--- src/rtl/lp_mode_ctrl.sv ---
module lp_mode_ctrl #(
  parameter int N_IRQ = 4
) (
  input  logic             clk,
  input  logic             rst_n,
  input  logic             wr_en,
  input  logic             wr_sleep,
  input  logic             wr_stop,
  input  logic             wr_keep_clk,
  input  logic             main_sel,
  input  logic [N_IRQ-1:0] irq_req,
  input  logic [N_IRQ-1:0] irq_en,
  output logic [2:0]       mode,
  output logic             cpu_clk_en,
  output logic             per_clk_en,
  output logic             tbt_clk_en,
  output logic             pin_hold,
  output logic             rd_sleep,
  output logic             rd_stop
);
  localparam logic [2:0] M_RUN   = 3'd0;
  localparam logic [2:0] M_PSLP  = 3'd1;
  localparam logic [2:0] M_MSLP  = 3'd2;
  localparam logic [2:0] M_TIMER = 3'd3;
  localparam logic [2:0] M_STOP  = 3'd4;

  logic       req_v, req_sleep, req_stop, req_keep;
  logic [2:0] mode_q, mode_d;
  logic       irq_hit, running;

  assign irq_hit = |(irq_req & irq_en);
  assign running = (mode_q == M_RUN);

  always_ff @(posedge clk or negedge rst_n) begin
    if (!rst_n) begin
      req_v     <= 1'b0;
      req_sleep <= 1'b0;
      req_stop  <= 1'b0;
      req_keep  <= 1'b1;
    end else begin
      req_v     <= wr_en && running;
      req_sleep <= wr_en && running && wr_sleep;
      req_stop  <= wr_en && running && wr_stop;
      req_keep  <= !(wr_en && running) || wr_keep_clk;
    end
  end

  always_comb begin
    mode_d = mode_q;
    if (!running) begin
      if (irq_hit) mode_d = M_RUN;
    end else if (req_v && !irq_hit) begin
      if (req_stop)       mode_d = M_STOP;
      else if (!req_keep) mode_d = M_TIMER;
      else if (req_sleep) mode_d = main_sel ? M_MSLP : M_PSLP;
    end
  end

  always_ff @(posedge clk or negedge rst_n) begin
    if (!rst_n) mode_q <= M_RUN;
    else        mode_q <= mode_d;
  end

  assign mode       = mode_q;
  assign cpu_clk_en = running;
  assign per_clk_en = running || mode_q == M_PSLP || mode_q == M_MSLP;
  assign tbt_clk_en = mode_q != M_STOP;
  assign pin_hold   = !running;
  assign rd_sleep   = req_sleep;
  assign rd_stop    = req_stop;


  wake_chk: assert property (@(posedge clk) disable iff (!rst_n)
    (!running && irq_hit) |=> mode == M_RUN);

  hold_chk: assert property (@(posedge clk) disable iff (!rst_n)
    (!running && !irq_hit) |=> $stable(mode));

  reject_chk: assert property (@(posedge clk) disable iff (!rst_n)
    (running && req_v && irq_hit) |=> mode == M_RUN);

  stop_prio_chk: assert property (@(posedge clk) disable iff (!rst_n)
    (running && req_v && req_stop && !irq_hit) |=> mode == M_STOP);

  clear_chk: assert property (@(posedge clk) disable iff (!rst_n)
    (req_v && !wr_en) |=> (!rd_sleep && !rd_stop));

  ignore_chk: assert property (@(posedge clk) disable iff (!rst_n)
    (!running && wr_en) |=> (!rd_sleep && !rd_stop));

  always_comb begin
    if (rst_n) clk_order_chk: assert (!per_clk_en || tbt_clk_en);
  end
endmodule

--- config.mk ---
export PLATFORM = sky130hd
export DESIGN_NAME = lp_mode_ctrl
export DESIGN_NICKNAME = d
export VERILOG_FILES = /design/src/rtl/lp_mode_ctrl.sv
export SDC_FILE = /design/constraint.sdc
export NUM_CORES = 1
export LEC_CHECK = 0
export BUFFER_PORTS_ARGS = -buffer_cell sky130_fd_sc_hd__buf_2
export CORE_AREA = 2 2 39 41
export CTS_BUF_LIST = sky130_fd_sc_hd__clkbuf_16
export DETAILED_ROUTE_END_ITERATION = 10
export DIE_AREA = 0 0 41 43
export REMOVE_ABC_BUFFERS = 1
export SETUP_SLACK_MARGIN = 0.15
export SLEW_MARGIN = 20
export SYNTH_ARGS = -nofsm -noshare
export SYNTH_HDL_FRONTEND = slang
export SYNTH_SLANG_ARGS = --single-unit
--- constraint.sdc ---
create_clock -name clk -period 2.8 [get_ports clk]
set_input_delay 0.56 -clock clk [delete_from_list [all_inputs] [get_ports clk]]
set_output_delay 0.56 -clock clk [all_outputs]
set_load 0.02 [all_outputs]
## After elaboration in Yosys (flattened, before gate mapping)

Index checks and enable logic that the tools add are counted.

- Register bits: 7
- Input bits: 15
- Output and inout bits: 9
- Word-level logic and storage cells: 32

- Equal/unequal tests: 5
- Mux-type cells: 7
- Bitwise gates (word level): 1
- Reduce and logical (&&, ||, !) cells: 14

Operators by type and width:

| operator | number |
|---|---|
| 2-to-1 mux 3 bit | 6 |
| bitwise AND 4 bit | 1 |
| logical AND 1 bit | 4 |
| inequality test 4 bit (second input constant) | 1 |
| OR reduction 4 bit | 1 |
| == test 3 x 1 -> 1 bit (second input constant) | 1 |
| == test 3 x 2 -> 1 bit (second input constant) | 1 |
| zero test 1 bit | 3 |
| zero test 3 bit | 1 |
| logical OR 1 bit | 3 |
| inequality test 3 bit (second input constant) | 1 |
| AND reduction 3 bit | 1 |
| 2-to-1 mux 2 bit | 1 |
| inequality test 2 x 1 -> 1 bit (second input constant) | 1 |
| nonzero test 2 bit | 1 |

## Logic depth before layout (Yosys ltp)

- Depth after elaboration: 6
- Gate-level depth with buffers: 3
- Gate-level depth less buffers: 3

## Worst setup path before layout

Ideal clock, no wire load.

- Kind: register to output
- From: register mode_q[2], in the netlist mode[2]
- To: output port pin_hold
- Data arrival time: 1.088 ns
- Data required time: 2.240 ns
- Slack: 1.152 ns
- Stages on the path, launching flop included: 3
- Buffers on the path: 0
- Path through: dfrtp_1 nor3_4 inv_1

- Cells in the longest elaborated chain, start to end: 2

Ends and longest elaborated chain:

| what | line | text |
|---|---|---|
| from (decl) | 28 | `logic [2:0] mode_q, mode_d;` |
| from (signal assigned) | 61 | `else mode_q <= mode_d;` |
| zero test 3 bit | 32 | `assign running = (mode_q == M_RUN);` |
| net cpu_clk_en | 14 | `output logic cpu_clk_en,` |
| zero test 1 bit | 68 | `assign pin_hold = !running;` |
| to (decl) | 17 | `output logic pin_hold,` |

The timed path passes the listed nets, and every way through them passes these cells.

## Worst setup path after layout

- From: register mode_q[2], in the netlist mode[2]
- To: output port cpu_clk_en

- Cells in the longest elaborated chain, start to end: 1

Ends and longest elaborated chain:

| what | line |
|---|---|
| zero test 3 bit | 32 |
| to (decl) | 14 |

No other way between the ends.

==> impl_metrics.ini <==
[yosys]
synth.mux.area_fraction_pct = 0
ys.flop_type = dfrtp_1
synth_top_family_by_area = simple AND/OR/NAND/NOR gates
synth_edf_count = 0
synthCells = 28
synth_area_um2 = 330.3
synth_area_leaders = dfrtp_1 45%, dfstp_2 8.0%, nor3_4 4.9%, a221oi_2 4.5%, a22oi_1 4.5%
synth_top_cell_by_area = dfrtp_1
synth.distinct_cells = 17
yosysSeqAreaShare_pct = 53.41
synth_xor_area_share_pct = 0
syn_avg_cell_area_um2 = 11.80
async_reset_ff_share_pct = 100.0
synth_warnings = 0
synth_common_cells = 6 x dfrtp_1, 3 x inv_1
synth-seq-cells = 7
synth_top_area_share_pct = 45.45
synth_compound_area_share_pct = 16.29
yosysMostFrequentCell = dfrtp_1
synth-simple-area-share_pct = 26.89
synthAdderAreaFrac_pct = 0

[final_layout]
syn2layout_area_growth_pct = 64.77
drive_gt1_share_pct = 61.82
n_antenna_cell = 0
final_net_count = 71
final_cells = 71

[route]
via_per_inst = 4.268
wl_per_cell_um = 10.51
vias = 303
drt-initial-drc-count = 3
first_pass_iters = 2
drc = 0
ant_nets = 0
routed_wirelength_um = 746

[worst_setup_path]
cpMaxStageDelayCell = dfrtp_1
path_buf_inv = 1
required_ps = 2240
endpoint_kind = primary output
crit_family = flip-flops
path_cells = nor3_4 -> buf_2
slowest_delay_ps = 430
cp_max_fo = 7
crit_type = flop to primary output
start_kind = flop
crit_arrival_ps = 1200

[sta]
setup_viol = 0
worstMarginPinSlew_ps = 280.6
final.period_utilization_pct = 62.97
maxSlewHeadroom_pct = 81.23
setup-tns-final_ps = 0
layout_min_cycle_time_ps = 1763
holdWs_ps = 156.3
drv_slew = 0
clock_skew_ps = 0.8017
hold_viol = 0
clock.fmax_mhz = 567.2
rsz0062_at_grt = no

[clock_tree]
hold_buffers = 0
h-tree-depth = 1
clock_path_buffers = 2
cts_buffers = 3
clkTransAtPathRegs_ps = 40
cts_resized = 0
root_buffer = clkbuf_16
cts_setup_buffers = 0
cts_tree = done
clk_latency_ps = 230
cts.sinks = 7

[floorplan]
die-area_um2 = 1763
start_util_pct = 23.87
rows = 14
pin_count = 24
die_w_um = 41
die_h_um = 43
core_um2 = 1384

[pwr]
seqPwrFrac_pct = 28.4
power_leakage_nw = 0.2866
switching_power_w = 0.00008447
p_clk_share_pct = 58.9
p_per_area_nw_per_um2 = 737.6
internal_power_w = 0.0003170
ir_worst_vdd_mv = 0.3650
switching_share_pct = 21.04
comb_power_share_pct = 12.7

[placement]
io_buffers = 23
dp.cells = 67
globalplace.congestion = 0.6867

[global_routing]
grt_pass1_vias = 318
grt_pass1_wl_um = 1255
grt_max_degree = 8
antenna_found_initial = 0
overflow = 0
grtUsageTotal_pct = 10.84

[run_status]
outcome = complete, no violations

[flow_run]
cap_violations = 0

[hold_path]
hp-class = input pin to async pin
==> per-stage QoR <==
step / power [W] / setup WS [ps] / util, % / instance area (um2)
after floorplan: 0.0001446 / 1152 / - / 330.3
after global placement: 0.0001667 / 1301 / 33.63 / 465.4
after detailed placement: 0.0001672 / 1261 / 33.63 / 465.4
after CTS: 0.0004095 / 1013 / 39.33 / 544.3
after global routing: 0.0004215 / 950.6 / 39.33 / 544.3
final: 0.0004014 / 1037 / 39.33 / 544.3
==> placed cells by master (no fill, tap or decap), types with 2 or more instances in the layout <==
master / instances
a22oi_1: 2
and3_2: 2
buf_2: 23
clkbuf_16: 3
dfrtp_1: 6
inv_1: 4
nand2b_1: 2
nor2_1: 2
==> kinds of logic after synthesis <==
logic type | Yosys count
compound gates | 6
buf+inv | 3
flops | 7
simple gates | 12
==> path summary, 6_finish.rpt <==
check | start | endpoint | slack [ps] | depth (start not counted)
min reg2reg | rd_stop | mode[2] | 550 | 2
min | rst_n | rd_sleep | 160 | 1
min in group clk | wr_keep_clk | req_keep | 530 | 2
max reg2reg | mode[2] | mode[1] | 1560 | 3
max in group asynchronous | rst_n | req_keep | 2420 | 1
max | mode[2] | cpu_clk_en | 1040 | 2
==> area by class of cell <==
type,instances,area (um2)
clock buffers,3,75.07
clock inverters,1,3.754
fillers,141,839.6
inverters,3,11.26
multi-input cells,18,142.6
flip-flops and latches,7,176.4
well taps,16,20.02
repair buffers,23,115.1
==> state kept, by name, summed over array words and instances (netlist names) <==
signal	cells
req_keep	1
mode	3
rd_stop	1
rd_sleep	1
req_v	1
==> power groups by stage <==
stage	Clock [W]	Combinational [W]	Sequential (W)
after floorplan	0	0.0000252	0.000119
after global placement	0	0.0000514	0.000115
after detailed placement	0	0.0000516	0.000116
after CTS	0.000243	0.0000522	0.000114
after global routing	0.000250	0.0000569	0.000115
final	0.000236	0.0000509	0.000114
==> routing by layer <==
metal | wire length (um) | GRT usage (%) | vias up
li1 | - | - | 155
met1 | 305 | 13.91 | 133
met2 | 361 | 14.06 | 15
met3 | 79 | 4.188 | 0
met4 | 0 | 8.000 | 0
met5 | 0 | 0 | -
Power figures use the tool's default switching activity.
